--- config.mk ---
export PLATFORM = sky130hd
export DESIGN_NAME = i2c_tgt_addr_rx
export DESIGN_NICKNAME = d
export VERILOG_FILES = /design/src/rtl/i2c_tgt_pkg.sv /design/src/rtl/i2c_line_sync.sv /design/src/rtl/i2c_bus_cond.sv /design/src/rtl/i2c_addr_fsm.sv /design/src/rtl/i2c_tgt_addr_rx.sv
export SDC_FILE = /design/constraint.sdc
export NUM_CORES = 1
export LEC_CHECK = 0
export BUFFER_PORTS_ARGS = -buffer_cell sky130_fd_sc_hd__buf_2
export CAP_MARGIN = 20
export CORE_ASPECT_RATIO = 0.8
export CORE_MARGIN = 3
export CORE_UTILIZATION = 51
export DETAILED_ROUTE_END_ITERATION = 12
export PLACE_DENSITY = 0.74
export SLEW_MARGIN = 10
export SYNTH_ARGS = -nofsm -noshare
export SYNTH_HDL_FRONTEND = slang
export SYNTH_SLANG_ARGS = --single-unit
export TNS_END_PERCENT = 1
--- constraint.sdc ---
create_clock -name clk_i -period 1.68 [get_ports clk_i]
set_input_delay 0.084 -clock clk_i [delete_from_list [all_inputs] [get_ports clk_i]]
set_output_delay 0.084 -clock clk_i [all_outputs]
set_load 0.1 [all_outputs]
--- src/rtl/i2c_tgt_pkg.sv ---
package i2c_tgt_pkg;
  localparam int unsigned BYTE_W = 8;
  localparam int unsigned ADDR_W = 10;
  localparam int unsigned CNT_W  = $clog2(BYTE_W + 1);
  localparam logic [4:0]  TEN_BIT_PFX = 5'b11110;

  typedef enum logic [1:0] {
    MATCH_NONE  = 2'd0,
    MATCH_OWN   = 2'd1,
    MATCH_GCALL = 2'd2
  } match_e;

  typedef enum logic [2:0] {
    ST_IDLE,
    ST_ADDR1,
    ST_ADDR2,
    ST_ACK,
    ST_HOLD
  } state_e;
endpackage

--- src/rtl/i2c_line_sync.sv ---
module i2c_line_sync #(
  parameter int unsigned STAGES = 2,
  parameter int unsigned W      = 2
) (
  input  logic         clk_i,
  input  logic         rst_ni,
  input  logic [W-1:0] d_i,
  output logic [W-1:0] q_o
);
  // idle bus is high, so reset to ones
  logic [STAGES-1:0][W-1:0] stg_q;

  always_ff @(posedge clk_i or negedge rst_ni) begin
    if (!rst_ni) stg_q <= '1;
    else         stg_q <= {stg_q[STAGES-2:0], d_i};
  end

  assign q_o = stg_q[STAGES-1];
endmodule

--- src/rtl/i2c_bus_cond.sv ---
module i2c_bus_cond (
  input  logic clk_i,
  input  logic rst_ni,
  input  logic scl_i,
  input  logic sda_i,
  output logic scl_rise_o,
  output logic scl_fall_o,
  output logic start_o,
  output logic stop_o
);
  logic scl_q, sda_q;

  always_ff @(posedge clk_i or negedge rst_ni) begin
    if (!rst_ni) begin
      scl_q <= 1'b1;
      sda_q <= 1'b1;
    end else begin
      scl_q <= scl_i;
      sda_q <= sda_i;
    end
  end

  logic scl_hi;
  assign scl_hi     = scl_i & scl_q;
  assign scl_rise_o = scl_i & ~scl_q;
  assign scl_fall_o = ~scl_i & scl_q;
  assign start_o    = scl_hi & sda_q & ~sda_i;
  assign stop_o     = scl_hi & ~sda_q & sda_i;
endmodule

--- src/rtl/i2c_addr_fsm.sv ---
module i2c_addr_fsm
  import i2c_tgt_pkg::*;
(
  input  logic              clk_i,
  input  logic              rst_ni,
  input  logic              scl_rise_i,
  input  logic              scl_fall_i,
  input  logic              start_i,
  input  logic              stop_i,
  input  logic              sda_bit_i,
  input  logic [ADDR_W-1:0] own_addr_i,
  input  logic              addr10_en_i,
  input  logic              gcall_en_i,
  output logic              sda_oe_o,
  output match_e            match_o,
  output logic              rnw_o
);
  state_e            state_q, ack_next_q;
  logic [CNT_W-1:0]  bit_cnt_q;
  logic [BYTE_W-1:0] shreg_q;
  logic              sda_oe_q, rnw_q;
  match_e            match_q;
  logic              hi_ok_q;   // full 10-bit match seen since last STOP

  logic gc_hit, own7_hit, pfx_hit, lo_hit, byte_end, shifting;

  always_comb begin
    gc_hit   = gcall_en_i && (shreg_q == '0);
    own7_hit = !addr10_en_i && (shreg_q[7:1] == own_addr_i[6:0]);
    pfx_hit  = addr10_en_i && (shreg_q[7:3] == TEN_BIT_PFX)
               && (shreg_q[2:1] == own_addr_i[9:8]);
    lo_hit   = (shreg_q == own_addr_i[7:0]);
    byte_end = scl_fall_i && (bit_cnt_q == CNT_W'(BYTE_W));
    shifting = ((state_q == ST_ADDR1) || (state_q == ST_ADDR2)) && scl_rise_i
               && (bit_cnt_q < CNT_W'(BYTE_W));
  end

  always_ff @(posedge clk_i or negedge rst_ni) begin
    if (!rst_ni) begin
      state_q    <= ST_IDLE;
      ack_next_q <= ST_HOLD;
      bit_cnt_q  <= '0;
      shreg_q    <= '0;
      sda_oe_q   <= 1'b0;
      match_q    <= MATCH_NONE;
      rnw_q      <= 1'b0;
      hi_ok_q    <= 1'b0;
    end else if (start_i) begin
      state_q   <= ST_ADDR1;
      bit_cnt_q <= '0;
      sda_oe_q  <= 1'b0;
      match_q   <= MATCH_NONE;
      rnw_q     <= 1'b0;
    end else if (stop_i) begin
      state_q   <= ST_IDLE;
      bit_cnt_q <= '0;
      sda_oe_q  <= 1'b0;
      match_q   <= MATCH_NONE;
      rnw_q     <= 1'b0;
      hi_ok_q   <= 1'b0;
    end else begin
      if (shifting) begin
        shreg_q   <= {shreg_q[BYTE_W-2:0], sda_bit_i};
        bit_cnt_q <= bit_cnt_q + 1'b1;
      end
      unique case (state_q)
        ST_ADDR1: if (byte_end) begin
          bit_cnt_q <= '0;
          if (gc_hit) begin
            sda_oe_q   <= 1'b1;
            match_q    <= MATCH_GCALL;
            rnw_q      <= 1'b0;
            state_q    <= ST_ACK;
            ack_next_q <= ST_HOLD;
          end else if (own7_hit) begin
            sda_oe_q   <= 1'b1;
            match_q    <= MATCH_OWN;
            rnw_q      <= shreg_q[0];
            state_q    <= ST_ACK;
            ack_next_q <= ST_HOLD;
          end else if (pfx_hit && !shreg_q[0]) begin
            sda_oe_q   <= 1'b1;
            state_q    <= ST_ACK;
            ack_next_q <= ST_ADDR2;
          end else if (pfx_hit && shreg_q[0] && hi_ok_q) begin
            sda_oe_q   <= 1'b1;
            match_q    <= MATCH_OWN;
            rnw_q      <= 1'b1;
            state_q    <= ST_ACK;
            ack_next_q <= ST_HOLD;
          end else begin
            state_q <= ST_HOLD;
          end
        end
        ST_ADDR2: if (byte_end) begin
          bit_cnt_q <= '0;
          if (lo_hit) begin
            sda_oe_q   <= 1'b1;
            match_q    <= MATCH_OWN;
            rnw_q      <= 1'b0;
            hi_ok_q    <= 1'b1;
            state_q    <= ST_ACK;
            ack_next_q <= ST_HOLD;
          end else begin
            state_q <= ST_HOLD;
          end
        end
        ST_ACK: if (scl_fall_i) begin
          sda_oe_q <= 1'b0;
          state_q  <= ack_next_q;
        end
        default: ;
      endcase
    end
  end

  assign sda_oe_o = sda_oe_q;
  assign match_o  = match_q;
  assign rnw_o    = rnw_q;

  AST_OE_ON_FALL: assert property (@(posedge clk_i) disable iff (!rst_ni)
    $rose(sda_oe_q) |-> $past(scl_fall_i));
  AST_OE_OFF_CAUSE: assert property (@(posedge clk_i) disable iff (!rst_ni)
    $fell(sda_oe_q) |-> $past(scl_fall_i || start_i || stop_i));
  AST_COND_ABORT: assert property (@(posedge clk_i) disable iff (!rst_ni)
    (start_i || stop_i) |=> (!sda_oe_q && match_q == MATCH_NONE));
  AST_MATCH_HOLD: assert property (@(posedge clk_i) disable iff (!rst_ni)
    (match_q != MATCH_NONE && !start_i && !stop_i) |=> ($stable(match_q) && $stable(rnw_q)));
  AST_GCALL_WRITE: assert property (@(posedge clk_i) disable iff (!rst_ni)
    (match_q == MATCH_GCALL) |-> !rnw_q);
endmodule

--- src/rtl/i2c_tgt_addr_rx.sv ---
module i2c_tgt_addr_rx
  import i2c_tgt_pkg::*;
#(
  parameter int unsigned SYNC_STAGES = 2
) (
  input  logic              clk_i,
  input  logic              rst_ni,
  input  logic              scl_i,
  input  logic              sda_i,
  input  logic [ADDR_W-1:0] own_addr_i,
  input  logic              addr10_en_i,
  input  logic              gcall_en_i,
  output logic              sda_oe_o,
  output logic [1:0]        match_o,
  output logic              rnw_o
);
  logic scl_s, sda_s;
  logic scl_rise, scl_fall, start, stop;
  match_e match;

  i2c_line_sync #(.STAGES(SYNC_STAGES), .W(2)) u_sync (
    .clk_i  (clk_i),
    .rst_ni (rst_ni),
    .d_i    ({scl_i, sda_i}),
    .q_o    ({scl_s, sda_s})
  );

  i2c_bus_cond u_cond (
    .clk_i      (clk_i),
    .rst_ni     (rst_ni),
    .scl_i      (scl_s),
    .sda_i      (sda_s),
    .scl_rise_o (scl_rise),
    .scl_fall_o (scl_fall),
    .start_o    (start),
    .stop_o     (stop)
  );

  i2c_addr_fsm u_fsm (
    .clk_i       (clk_i),
    .rst_ni      (rst_ni),
    .scl_rise_i  (scl_rise),
    .scl_fall_i  (scl_fall),
    .start_i     (start),
    .stop_i      (stop),
    .sda_bit_i   (sda_s),
    .own_addr_i  (own_addr_i),
    .addr10_en_i (addr10_en_i),
    .gcall_en_i  (gcall_en_i),
    .sda_oe_o    (sda_oe_o),
    .match_o     (match),
    .rnw_o       (rnw_o)
  );

  assign match_o = match;
endmodule

# [Word level (Yosys, flattened, before mapping)]
# Cells that the tools add are included.
# Widths: inputs -> output; s select.
[classes] n_addsub=1 n_mul=0 div=0 magnitude_cmp=1 eq_ne=19 shift=0 n_mux=56 bitwise_logic=13 reduce_logical=27
[ops] op="$mux 3" n=17
[ops] op="$mux 1" n=20
[ops] op="$mux 4" n=5
[ops] op="$mux 2" n=9
[ops] op="$ne 4x3->1 const B" n=4
[ops] op="$ne 6x4->1 const B" n=2
[ops] op="$reduce_and 6->1" n=2
[ops] op="$logic_and 1x1->1" n=10
[ops] op="$pmux 3 s3" n=1
[ops] op="$eq 8x8->1" n=1
[ops] op="$logic_not 8->1" n=1
[ops] op="$reduce_and 4->1" n=2
[ops] op="$reduce_bool 2->1" n=4
[ops] op="$and 1x1->1" n=7
[ops] op="$eq 7x7->1" n=1
[ops] op="$ne 7x5->1 const B" n=1
[ops] op="$reduce_and 7->1" n=1
[ops] op="$eq 3x2->1 const B" n=2
[ops] op="$ne 2x1->1 const B" n=3
[ops] op="$not 1->1" n=6
[ops] op="$pmux 3 s2" n=1
[ops] op="$eq 5x5->1 const B" n=1
[ops] op="$ne 5x3->1 const B" n=1
[ops] op="$reduce_bool 5->1" n=1
[ops] op="other kinds (13)" n=14
[word_totals] ff_bits=29 latch_bits=0 ram_bits=0 rom_bits=0 in_bits=16 out_inout_bits=4 wordCells=129 memories=0

# [Depth between registers and ports, before layout]
[depth] word_depth=13 ltp_mapped=7 mapped_depth_nobuf=7

# [Modules after synthesis]
# Synthesis repeated with hierarchy kept, for this count alone.
[hier_totals] cells_unflattened=153 hier_area_um2=1642.8
[by_module_without_submodules] mod="i2c_addr_fsm" n_inst=1 cells_per_inst=141 area_each_um2=1437.6 seq_area_each_um2=551.8
[by_module_without_submodules] mod="i2c_line_sync" n_inst=1 cells_per_inst=6 area_each_um2=120.1 seq_area_each_um2=105.1
[by_module_without_submodules] mod="i2c_bus_cond" n_inst=1 cells_per_inst=6 area_each_um2=85.1 seq_area_each_um2=52.6

# [Least setup slack after synthesis]
# Ideal clock, no wire load.
[synth_timing] path_type="reg-to-reg" startpoint="register u_fsm.bit_cnt_q[0]" endpoint="register u_fsm.state_q[2]" arrival_ns=1.596 required_ns=1.559 path_slack_ns=-0.037 path_stages_with_launch=8 n_path_buf=0 period_less_slack_ns=1.717 cell_sequence="dfrtp_1 > inv_1 > ha_1 > and3b_1 > maj3_2 > and2_1 > o211a_1 > a22o_1"
[synth_between] elab_chain_cells=4
[synth_lines] element="start: declaration" line="i2c_addr_fsm.sv:19" rtl="logic [CNT_W-1:0] bit_cnt_q;"
[synth_lines] element="start signal: assignment" line="i2c_addr_fsm.sv:64" rtl="bit_cnt_q <= bit_cnt_q + 1'b1;"
[synth_lines] element="$eq 4x4->1 (*)" line="i2c_addr_fsm.sv:33" rtl="byte_end = scl_fall_i && (bit_cnt_q == CNT_W'(BYTE_W));"
[synth_lines] element="$logic_and 1x1->1 (*)" line="i2c_addr_fsm.sv:33"
[synth_lines] element="$ne 4x3->1 (no line)"
[synth_lines] element="$reduce_and 4->1 (no line) (*)"
[synth_lines] element="end signal: assignment" line="i2c_addr_fsm.sv:110" rtl="state_q <= ack_next_q;"
[synth_lines] element="end: declaration" line="i2c_addr_fsm.sv:18" rtl="state_e state_q, ack_next_q;"
# Every way passes the cells marked *; elsewhere a longest branch is shown, timed or not.
# A chain may end at the register's enable or synchronous reset.

# [Worst setup path after layout]
# Ends and elaborated chain as after synthesis.

==> summary.txt <==
Synth
  – Top_reg_cell synth: dfrtp_1
  – Post-synth top cells: dfrtp_1, nor2_1, nand2_1
  – Syn Area/Cell: 10.5 µm²
  – Post-synth net total: 171
  – Synth top area cells: dfrtp_1, dfstp_2, mux2_1
  – Most frequent cell after synthesis: dfrtp_1
  – Yosys warns: 0
  – Cells after Synth: 153
  – FFs w/ async S/R, synth: 1.00
  – Synth top area share: 0.328
  – Distinct cells, synth: 50
  – Post-synth EDFFs: 0
  – Cell area after synthesis: 1600 µm²
  – Synth area leader: dfrtp_1
  – Sequential element share of the synthesized area: 0.443
  – Flops & latches, synth: 28

Clocking
  – Clock slew at reported path FFs: 0.10 ns
  – CTS sink cnt: 28
  – Clk root buf: clkbuf_8
  – Clk Latency, worst-skew pair: 0.28 ns
  – Max Root-Sink Buffers: 2
  – TritonCTS clock tree: yes
  – CTS buffer count: 3
  – H-tree Lvls: 1

Place
  – Placed Instances: 219
  – I/O Buffers: 19
  – GPL Wtd Cong: 0.915
  – DPL Wire Length: 2600 µm
  – Post-DP Area: 1830 µm²

Detailed routing
  – Total Routed Length: 3510 µm
  – Final routed DRC violation total: 0
  – Antenna-violating nets left: 0
  – WL/cell: 15.2 µm
  – Vias post-DR: 1,269
  – Starting DRT DRC Count: 110
  – Via density per instance: 5.52
  – First-pass detailed-route iteration total: 4

Min path
  – Hold Path Origin: addr10_en_i
  – Hold path cells: 5
  – Worst hold path class: primary input to flip-flop

Cells and area
  – Layout cells sized above 1: 0.380
  – Multi-input logic area: 876 µm²
  – Final instance area: 2010 µm²
  – Antenna Cells: 0
  – FILL cells: 199
  – Post-route insts no fill: 230
  – Layout Nets: 211
  – Sequential cell area: 717 µm²
  – Area delta synth->final: 25.2%

Pwr
  – Leak pwr: 0.896 nW
  – Max VDD drop: 0.000849 V
  – PwrDens: 1320 nW/µm²

GRT
  – Vias in the first global route: 1,263
  – First-pass GRT wire length: 5870 µm
  – Largest net degree at the start of global routing: 29
  – Total grt overflow: 0
  – GRT Total Usage: 0.200
  – Antenna violations before repair: 0

STA
  – Final Skew: 0.00783 ns
  – Worst setup margin: -0.0463 ns
  – Final slew viol count: 0
  – Final setup viols: 3
  – Final Cycle Share: 1.03
  – Minimum clock period: 1.73 ns
  – Final hold violations: 0
  – F_max: 579 MHz
  – RSZ-0062 raised after global routing: yes
  – Slew headroom: 0.598
  – Worst-Margin Slew: 0.602 ns

Worst setup path
  – Critical Path Max Stage Delay: 0.35 ns
  – Crit path max fanout: 6
  – Worst R2R Start: u_fsm.bit_cnt_q[0]$_DFF_PN0_
  – Data arrival, critical path: 1.90 ns
  – Worst setup SP type: flip-flop
  – Crit. End Element: flip-flop
  – R2R cell count: 7
  – WP data required: 1.85 ns
  – Critical path origin: u_fsm.bit_cnt_q[0]$_DFF_PN0_
  – Worst path cell trace: inv_1, ha_1, and3b_2, maj3_2, and2_4, o211a_1, a22o_1
  – Critical-path top delay cell: dfrtp_1
  – CP Class: flip-flop to flip-flop

Outcome
  – Failing checks: negative setup slack
  – Outcome: finished, violations left

Floorplan
  – Die W: 68.7 µm
  – Die area: 3850 µm²
  – Die Span Y: 56.1 µm
  – I/O pin cnt: 20
  – Cell Rows: 17
  – Core area: 2870 µm²
  – Initial core utilization: 0.558

Run
  – Max Cap Viol: 0
-- repair_timing --
item | 4_1_cts | 5_1_grt
setup endpoints to repair | 8 | 18
hold buffers | 3 | 0
setup buffers | 3 | 1
endpoints found under the hold margin | 23 | 0
pin swaps | 4 | 6
gates resized for setup | 9 | 7
-- layout by cell type (no fill, tap or decap), types with 3 or more instances in the layout --
master / instances
buf_4: 20
buf_2: 19
dfrtp_1: 15
nand2_1: 12
nor2_1: 12
xnor2_1: 10
xor2_1: 10
mux2_1: 8
dfstp_2: 7
dfrtp_2: 6
inv_1: 5
nand2b_1: 5
nand4_1: 4
nand3_1: 4
nor4_2: 3
mux2i_1: 3
clkbuf_8: 3
dlygate4sd3_1: 3
-- metal layers --
| metal | track usage | part of all wire | vias to the layer above |
|---|---|---|---|
| met2 | 0.301 | 0.49 | 31 |
| met1 | 0.269 | 0.47 | 617 |
| li1 | - | - | 619 |
| met5 | 0 | 0 | - |
| met3 | 0.0606 | 0.041 | 2 |
| met4 | 0.0708 | 0.0054 | 0 |
-- metrics by stage --
| stage | util | total power [mW] | setup TNS (ns) | setup WS, ns | hold slack, ns |
|---|---|---|---|---|---|
| floorplan | - | 1.71 | 0 | 0.000237 | -0.212 |
| global placement | 0.637 | 1.99 | -0.0247 | -0.0247 | 0.126 |
| detailed placement | 0.637 | 2.02 | -0.278 | -0.103 | 0.131 |
| CTS | 0.688 | 2.63 | -0.192 | -0.0630 | 0.246 |
| global route | 0.698 | 2.84 | -1.10 | -0.125 | 0.283 |
| finish | 0.698 | 2.65 | -0.0892 | -0.0463 | 0.260 |
-- report_power, final --
group	total [mW]	leakage, nW	internal (mW)	switching, mW
Sequential	1.03	0.336	0.830	0.203
Clock	0.525	0.0357	0.319	0.206
Combinational	1.09	0.524	0.541	0.551
Total	2.65	0.896	1.69	0.961
-- flip-flops by register name, indices dropped and copies added, names as in the netlist --
register	flops
u_fsm.match_o	2
u_sync.stg_q	2
u_sync.q_o	2
u_fsm.bit_cnt_q	4
u_fsm.shreg_q	8
u_cond.sda_q	1
u_fsm.rnw_o	1
u_fsm.sda_oe_o	1
u_fsm.state_q	3
u_fsm.ack_next_q	2
u_cond.scl_q	1
u_fsm.hi_ok_q	1
-- cells by family after synthesis --
logic type	synth area share
muxes	0.0813
buffers and inverters	0.0391
AOI/OAI and AO/OA	0.116
xor gates and xnor gates	0.120
adders and majority gates	0.0227
DFF	0.443
and+or+nand+nor	0.179
-- path summary, 6_finish.rpt --
kind / endpoint / slack [ns]
max: u_fsm.state_q[2]$_DFFE_PN0P_ / -0.05
min: u_fsm.rnw_o$_DFFE_PN0P_ / 0.26
max reg2reg: u_fsm.state_q[2]$_DFFE_PN0P_ / -0.05
min reg2reg: u_sync.q_o[0]$_DFF_PN1_ / 0.36
max in group asynchronous: u_fsm.shreg_q[5]$_DFFE_PN0P_ / 0.90
min in group asynchronous: u_fsm.rnw_o$_DFFE_PN0P_ / 0.34
-- final cells by class --
type                       instances  area share
timing repair buffer              42       0.137
inverter                           5     0.00936
multi-input combinational        113       0.437
sequential                        28       0.357
tap                               38      0.0237
clock buffer                       3      0.0206
clock inverter                     1      0.0150
-- worst max-delay path, delay by kind of cell (launching register included) --
kind	cells	cell delay, ns
fa+ha+maj	2	0.52
compound gates	2	0.31
simple gates	2	0.39
flops	1	0.35
buf+inv	1	0.05
(Power assumes the default switching activity.)
